`src/rtl/stride_rle_pkg.sv`:
```
package stride_rle_pkg;

  localparam int VAL_W   = 16;
  localparam int CW_W    = 24;
  localparam int CNT_W   = 16;
  localparam int MODE_W  = 4;
  localparam int SPLIT_W = 8;
  localparam int BYTE_W  = 8;

  localparam logic [MODE_W-1:0] FMT_ADDR_LAST = 4'd6;
  localparam logic [MODE_W-1:0] FMT_BYTE12    = 4'd8;
  localparam logic [MODE_W-1:0] FMT_BYTE16    = 4'd9;
  localparam logic [MODE_W-1:0] FMT_BYTE24    = 4'd10;
  localparam logic [MODE_W-1:0] FMT_DEFAULT   = 4'd4;

  typedef struct packed {
    logic [VAL_W-1:0] start;
    logic [VAL_W-1:0] step;
    logic [CNT_W-1:0] count;
  } run_desc_t;

  // Number of step bits in an address format (8 minus count bits).
  function automatic int unsigned step_bits(input logic [MODE_W-1:0] fmt);
    if (fmt <= FMT_ADDR_LAST) return 32'd7 - 32'(fmt);
    else                      return 32'd3;
  endfunction

  // Next value of a run, wrapping modulo 2^VAL_W.
  function automatic logic [VAL_W-1:0] advance(input logic [VAL_W-1:0] v,
                                               input logic [VAL_W-1:0] s);
    return v + s;
  endfunction

  function automatic run_desc_t unpack_cw(input logic [CW_W-1:0] cw,
                                          input logic [MODE_W-1:0] fmt);
    run_desc_t          d;
    logic [SPLIT_W-1:0] low;
    logic [SPLIT_W-1:0] smask;
    int unsigned        sw;
    d = '0;
    case (fmt)
      FMT_BYTE12: begin
        d.start = {{(VAL_W-BYTE_W){1'b0}}, cw[11:4]};
        d.count = {{(CNT_W-4){1'b0}}, cw[3:0]};
      end
      FMT_BYTE16: begin
        d.start = {{(VAL_W-BYTE_W){1'b0}}, cw[15:8]};
        d.count = {{(CNT_W-8){1'b0}}, cw[7:0]};
      end
      FMT_BYTE24: begin
        d.start = {{(VAL_W-BYTE_W){1'b0}}, cw[23:16]};
        d.count = cw[15:0];
      end
      default: begin
        sw      = step_bits(fmt);
        low     = cw[SPLIT_W-1:0];
        smask   = 8'hFF >> (32'd8 - sw);
        d.start = cw[CW_W-1:SPLIT_W];
        d.step  = {{(VAL_W-SPLIT_W){1'b0}}, low & smask};
        d.count = {{(CNT_W-SPLIT_W){1'b0}}, low >> sw};
      end
    endcase
    return d;
  endfunction

endpackage

```
`src/rtl/stride_rle_unpack.sv`:
```
module stride_rle_unpack
  import stride_rle_pkg::*;
(
  input  logic [CW_W-1:0]   cw,
  input  logic [MODE_W-1:0] fmt,
  output run_desc_t         desc
);

  always_comb desc = unpack_cw(cw, fmt);

endmodule

```
`src/rtl/stride_rle_engine.sv`:
```
module stride_rle_engine
  import stride_rle_pkg::*;
(
  input  logic             clk,
  input  logic             rst_n,
  input  logic             load,
  input  run_desc_t        desc,
  output logic             busy,
  output logic             last,
  output logic [VAL_W-1:0] value,
  output logic [CNT_W-1:0] left
);

  logic [CNT_W-1:0] cnt_q;
  logic [VAL_W-1:0] step_q;
  logic             step_evt;

  assign step_evt = busy && (cnt_q != '0);
  assign last     = busy && (cnt_q == '0);
  assign left     = busy ? cnt_q : '0;

  always_ff @(posedge clk or negedge rst_n) begin
    if (!rst_n) begin
      busy   <= 1'b0;
      value  <= '0;
      cnt_q  <= '0;
      step_q <= '0;
    end else if (load) begin
      busy   <= 1'b1;
      value  <= desc.start;
      cnt_q  <= desc.count;
      step_q <= desc.step;
    end else if (step_evt) begin
      value  <= advance(value, step_q);
      cnt_q  <= cnt_q - 1'b1;
    end else begin
      busy   <= 1'b0;
    end
  end

  p_load_start_r2: assert property (@(posedge clk) disable iff (!rst_n)
    load |=> busy && (value == $past(desc.start)));

  p_step_add_r1: assert property (@(posedge clk) disable iff (!rst_n)
    (step_evt && !load) |=> busy && (value == 16'($past(value) + $past(step_q))));

  p_left_down_r8: assert property (@(posedge clk) disable iff (!rst_n)
    (step_evt && !load) |=> (left == $past(left) - 1'b1));

  p_run_ends_r1: assert property (@(posedge clk) disable iff (!rst_n)
    (last && !load) |=> !busy && (left == '0));

endmodule

```
`src/rtl/stride_rle_expander.sv`:
```
module stride_rle_expander
  import stride_rle_pkg::*;
(
  input  logic              clk,
  input  logic              rst_n,
  input  logic              en,
  input  logic [MODE_W-1:0] mode_cfg,
  input  logic              cw_valid,
  output logic              cw_ready,
  input  logic [CW_W-1:0]   cw_data,
  output logic              out_valid,
  output logic [VAL_W-1:0]  out_value,
  output logic [CNT_W-1:0]  remaining
);

  logic [MODE_W-1:0] fmt_q;
  logic              en_q;
  logic              en_rise;
  logic              accept;
  logic              busy;
  logic              last;
  run_desc_t         desc;

  assign en_rise  = en && !en_q;
  assign cw_ready = en && en_q && (!busy || last);
  assign accept   = cw_valid && cw_ready;

  always_ff @(posedge clk or negedge rst_n) begin
    if (!rst_n) begin
      en_q  <= 1'b0;
      fmt_q <= FMT_DEFAULT;
    end else begin
      en_q <= en;
      if (en_rise) fmt_q <= mode_cfg;
    end
  end

  stride_rle_unpack u_unpack (
    .cw   (cw_data),
    .fmt  (fmt_q),
    .desc (desc)
  );

  stride_rle_engine u_engine (
    .clk   (clk),
    .rst_n (rst_n),
    .load  (accept),
    .desc  (desc),
    .busy  (busy),
    .last  (last),
    .value (out_value),
    .left  (remaining)
  );

  assign out_valid = busy;

  p_ready_gated_r9: assert property (@(posedge clk) disable iff (!rst_n)
    !en |-> !cw_ready);

  p_no_gap_r3: assert property (@(posedge clk) disable iff (!rst_n)
    (accept && out_valid) |=> out_valid);

  p_hold_run_r3: assert property (@(posedge clk) disable iff (!rst_n)
    (out_valid && remaining != '0) |-> !cw_ready);

  p_first_wait_r7: assert property (@(posedge clk) disable iff (!rst_n)
    $rose(en) |-> !cw_ready);

endmodule

```
`config.mk`:
```
export PLATFORM = sky130hd
export DESIGN_NAME = stride_rle_expander
export DESIGN_NICKNAME = d
export VERILOG_FILES = /design/src/rtl/stride_rle_pkg.sv /design/src/rtl/stride_rle_unpack.sv /design/src/rtl/stride_rle_engine.sv /design/src/rtl/stride_rle_expander.sv
export SDC_FILE = /design/constraint.sdc
export NUM_CORES = 1
export LEC_CHECK = 0
export BUFFER_PORTS_ARGS = -buffer_cell sky130_fd_sc_hd__buf_2
export CELL_PAD_IN_SITES_DETAIL_PLACEMENT = 1
export CELL_PAD_IN_SITES_GLOBAL_PLACEMENT = 1
export CORE_UTILIZATION = 44
export CTS_BUF_LIST = sky130_fd_sc_hd__clkbuf_4 sky130_fd_sc_hd__clkbuf_8 sky130_fd_sc_hd__clkbuf_16
export CTS_CLUSTER_SIZE = 8
export DETAILED_ROUTE_END_ITERATION = 12
export PLACE_DENSITY_LB_ADDON = 0.12
export SYNTH_ARGS = -nofsm -noshare
export SYNTH_HDL_FRONTEND = slang
export SYNTH_HIERARCHICAL = 1
export SYNTH_SLANG_ARGS = --single-unit
```
`constraint.sdc`:
```
create_clock -name clk -period 3.65 [get_ports clk]
set_input_delay 0.73 -clock clk [delete_from_list [all_inputs] [get_ports clk]]
set_output_delay 0.73 -clock clk [all_outputs]
set_load 0.01 [all_outputs]
```
==> run summary <==
status: completed
Slew @ Worst Pin: 0.7585 ns
grt met1 use: 37.17%
P_sw: 416.6 uW
Static Leak: 2.046 nW
RR Startpoint: u_engine/value[0]$_DFFE_PN0P_
initial antenna violation count: 0
Synth Cell Area: 4446 um^2
DRT Pass-1 Iters: 4
largest net degree at the start of global routing: 47
Final Wtd Congestion: 0.8670
sequential element share of the synthesized area: 30.42%
Ports: 66
VDD IR-drop max: 0.1780 mV
Crit. Startpoint: u_engine/cnt_q[8]$_DFFE_PN0P_
DRT iter0 DRCs: 171
Avg Cell Area, Syn: 8.549 um^2
maximum clock path buffer count: 2
Ys Warns: 6
Seq pwr share: 48.6%
Port Buffers: 65
Pint: 899.1 uW
Crit. End Element: output port
pre-CTS setup slack: 0.8406 ns
Clk pwr share: 30.1%
Rows: 36
max_slew headroom: 49.43%
crit share post-route: 79.56%
RSZ-0062 raised after global routing: no
Root Buffer: clkbuf_8
Cell Pwr Density: 267.6 nW/um^2
Clk Latency, worst-skew pair: 0.32 ns
synthesis-to-finish area growth: 10.58%
max-cap violation count: 0
CP Class: flop to output port
Startpoint Class: flop
post-cts hold buffer count: 0
Hold Fails Final Rpt: 0
Crit Path Max Fanout: 5
CP max stage delay: 0.46 ns
Post-CTS Setup Repair Bufs: 0
crit path time final: 2.904 ns
final WL: 12,930 um
Worst-path clk slew: 0.11 ns
CP max stage cell: dfrtp_1
Congestion Overflow GR: 0
Syn Inst Count: 520
setup ws final: 0.7461 ns
fmax: 344.4 MHz
Setup TNS: 0 ns
Final Skew: 0.01243 ns
Final Max Slew Viols: 0
Initial Util: 45.48%
via count: 3,995
Worst R2R Path Depth: 9
die span in y: 102.5 um
Post-synth top flop: dfrtp_1
nets: 618
Vias/cell: 5.699
flops & latches, synth: 54
Async S/R FF share, synth: 100.0%
first-pass GRT wire length: 21,130 um
RR Endpoint: u_engine/value[14]$_DFFE_PN0P_
grt met3 use: 2.780%
switching share of total power: 31.67%
core area: 9774 um^2
HPWL after DPL: 9725 um
chip width: 102.5 um
r2r setup slk: 0.83 ns
clock sink count: 54
GRT Total Usage: 26.33%
Most Crowded Layer GR: met2
DRC: 0
# H-tree levels: 2
TritonCTS clock tree: done
CTS Buf Count: 5
grt met2 use: 43.79%
Combinational Power Share: 21.3%
Arrival @ worst endpoint: 2.17 ns
layout cell share with drive strength beyond 1: 21.30%
Setup Viol. Count Final: 0
Yosys cell types: 74
die area: 10,510 um^2
worst min path class: primary input to asynchronous set/reset pin
Post-synth EDFFs: 0
crit path cell chain: nor4_4, nand2_1, nor3b_1, and3_1, inv_1, a21oi_1, buf_2
vias in the first global route: 3,957
wire length per cell: 18.45 um
Req. time, crit path: 2.92 ns
post-route ant nets: 0
antenna cells: 0
post_cts resized: 0
CP Capture Point: cw_ready
## cells by family after synthesis
group	after synthesis	synth area share [%]
mux	34	8.500
buf+inv	51	5.826
flops	54	30.43
simple gates	202	25.30
fa+ha+maj	19	5.517
xor+xnor	23	4.531
compound gates	136	19.81
other cells	1	0.08435
## cells in the final DEF (no fill, tap or decap), drive strengths merged, types with 3 or more instances in the layout
master,instances
buf,71
dfrtp,53
nand2,53
o21ai,47
and2,37
nor2,32
a21oi,28
mux2,20
ha,18
nand2b,13
mux2i,13
inv,12
xor2,12
nor3,12
xnor2,11
and3,9
a31oi,9
nand3,9
nor4,9
conb,8
clkbuf,7
a21o,7
a211oi,7
o21a,6
nor2b,6
nand4,4
o21bai,4
nand3b,4
nor3b,4
o211ai,3
or3,3
a22oi,3
nand4b,3
## state kept, by name, summed over array words and instances (netlist names)
signal	flops
u_engine/value	16
en_q	1
u_engine/busy	1
fmt_q	4
u_engine/step_q	16
u_engine/cnt_q	16
## layer usage
metal / wire, um / part of all wire, %
met4: 127 / 0.98
met3: 437 / 3.4
met1: 6279 / 49
met5: 0 / 0
met2: 6088 / 47
## area by class of cell
class                      count  area, um^2
timing repair buffer          71       370.4
clock buffer                   7       96.34
multi-input combinational    422        2873
clock inverter                 1       8.758
sequential                    54        1353
inverter                      13       48.80
fill                        1221        4858
tap                          133       166.4
## worst min path at each step
stage	end	start	cells past startpoint
floorplan	en_q$_DFF_PN0_	rst_n	0
global placement	u_engine/step_q[0]$_DFFE_PN0P_	u_engine/step_q[0]$_DFFE_PN0P_	1
detailed placement	u_engine/step_q[0]$_DFFE_PN0P_	u_engine/step_q[0]$_DFFE_PN0P_	1
CTS	u_engine/cnt_q[7]$_DFFE_PN0P_	rst_n	1
global route	u_engine/cnt_q[7]$_DFFE_PN0P_	rst_n	1
finish	u_engine/cnt_q[7]$_DFFE_PN0P_	rst_n	1
## through the flow
step                      utilization (%)  instance area [um^2]  power (mW)  hold WS (ns)  cells
after global placement              49.22                  4811      0.9236        0.4955    693
final                               50.29                  4916       1.316        0.3942    701
after CTS                           50.29                  4916       1.324        0.4120    701
after detailed placement            49.22                  4811      0.9287        0.5067    693
after global routing                50.29                  4916       1.386        0.4304    701
after floorplan                         -                  4472      0.8503        0.4344    527
## Yosys cell counts (3+ instances only)
library cell / number / area (um^2)
dfrtp_1: 53 / 1326
nand2_1: 52 / 195.2
and2_1: 37 / 231.5
o21ai_0: 33 / 165.2
nor2_1: 31 / 116.4
a21oi_1: 27 / 135.1
mux2_2: 20 / 225.2
ha_1: 18 / 225.2
mux2i_1: 13 / 130.1
nand2b_1: 13 / 81.33
o21ai_1: 13 / 65.06
buf_4: 12 / 90.09
inv_1: 12 / 45.04
xor2_1: 12 / 105.1
buf_2: 11 / 55.05
clkbuf_1: 11 / 41.29
nor3_1: 11 / 55.05
xnor2_1: 11 / 96.34
a31oi_1: 9 / 56.30
and3_1: 9 / 56.30
nand3_1: 9 / 45.04
a21o_1: 7 / 52.55
a211oi_1: 6 / 45.04
o21a_1: 6 / 45.04
nor2b_1: 5 / 31.28
nor4_1: 5 / 31.28
nand3b_1: 4 / 30.03
nand4_1: 4 / 25.02
o21bai_1: 4 / 30.03
a22oi_1: 3 / 22.52
nor3b_1: 3 / 22.52
o211ai_1: 3 / 22.52
or3_1: 3 / 18.77
## power by group through the flow
stage | registers (mW) | logic (mW) | clock network (mW)
after floorplan | 0.623 | 0.227 | 0
after global placement | 0.651 | 0.273 | 0
after detailed placement | 0.650 | 0.278 | 0
after global routing | 0.643 | 0.313 | 0.430
after CTS | 0.639 | 0.280 | 0.405
final | 0.639 | 0.280 | 0.396
## critical path, delay by kind of cell (launching register included)
family / cells / cell delay, ns
flops: 1 / 0.46
simple gates: 4 / 0.97
compound gates: 1 / 0.19
buf+inv: 2 / 0.25
No activity file was read; power rests on OpenSTA's default activity.
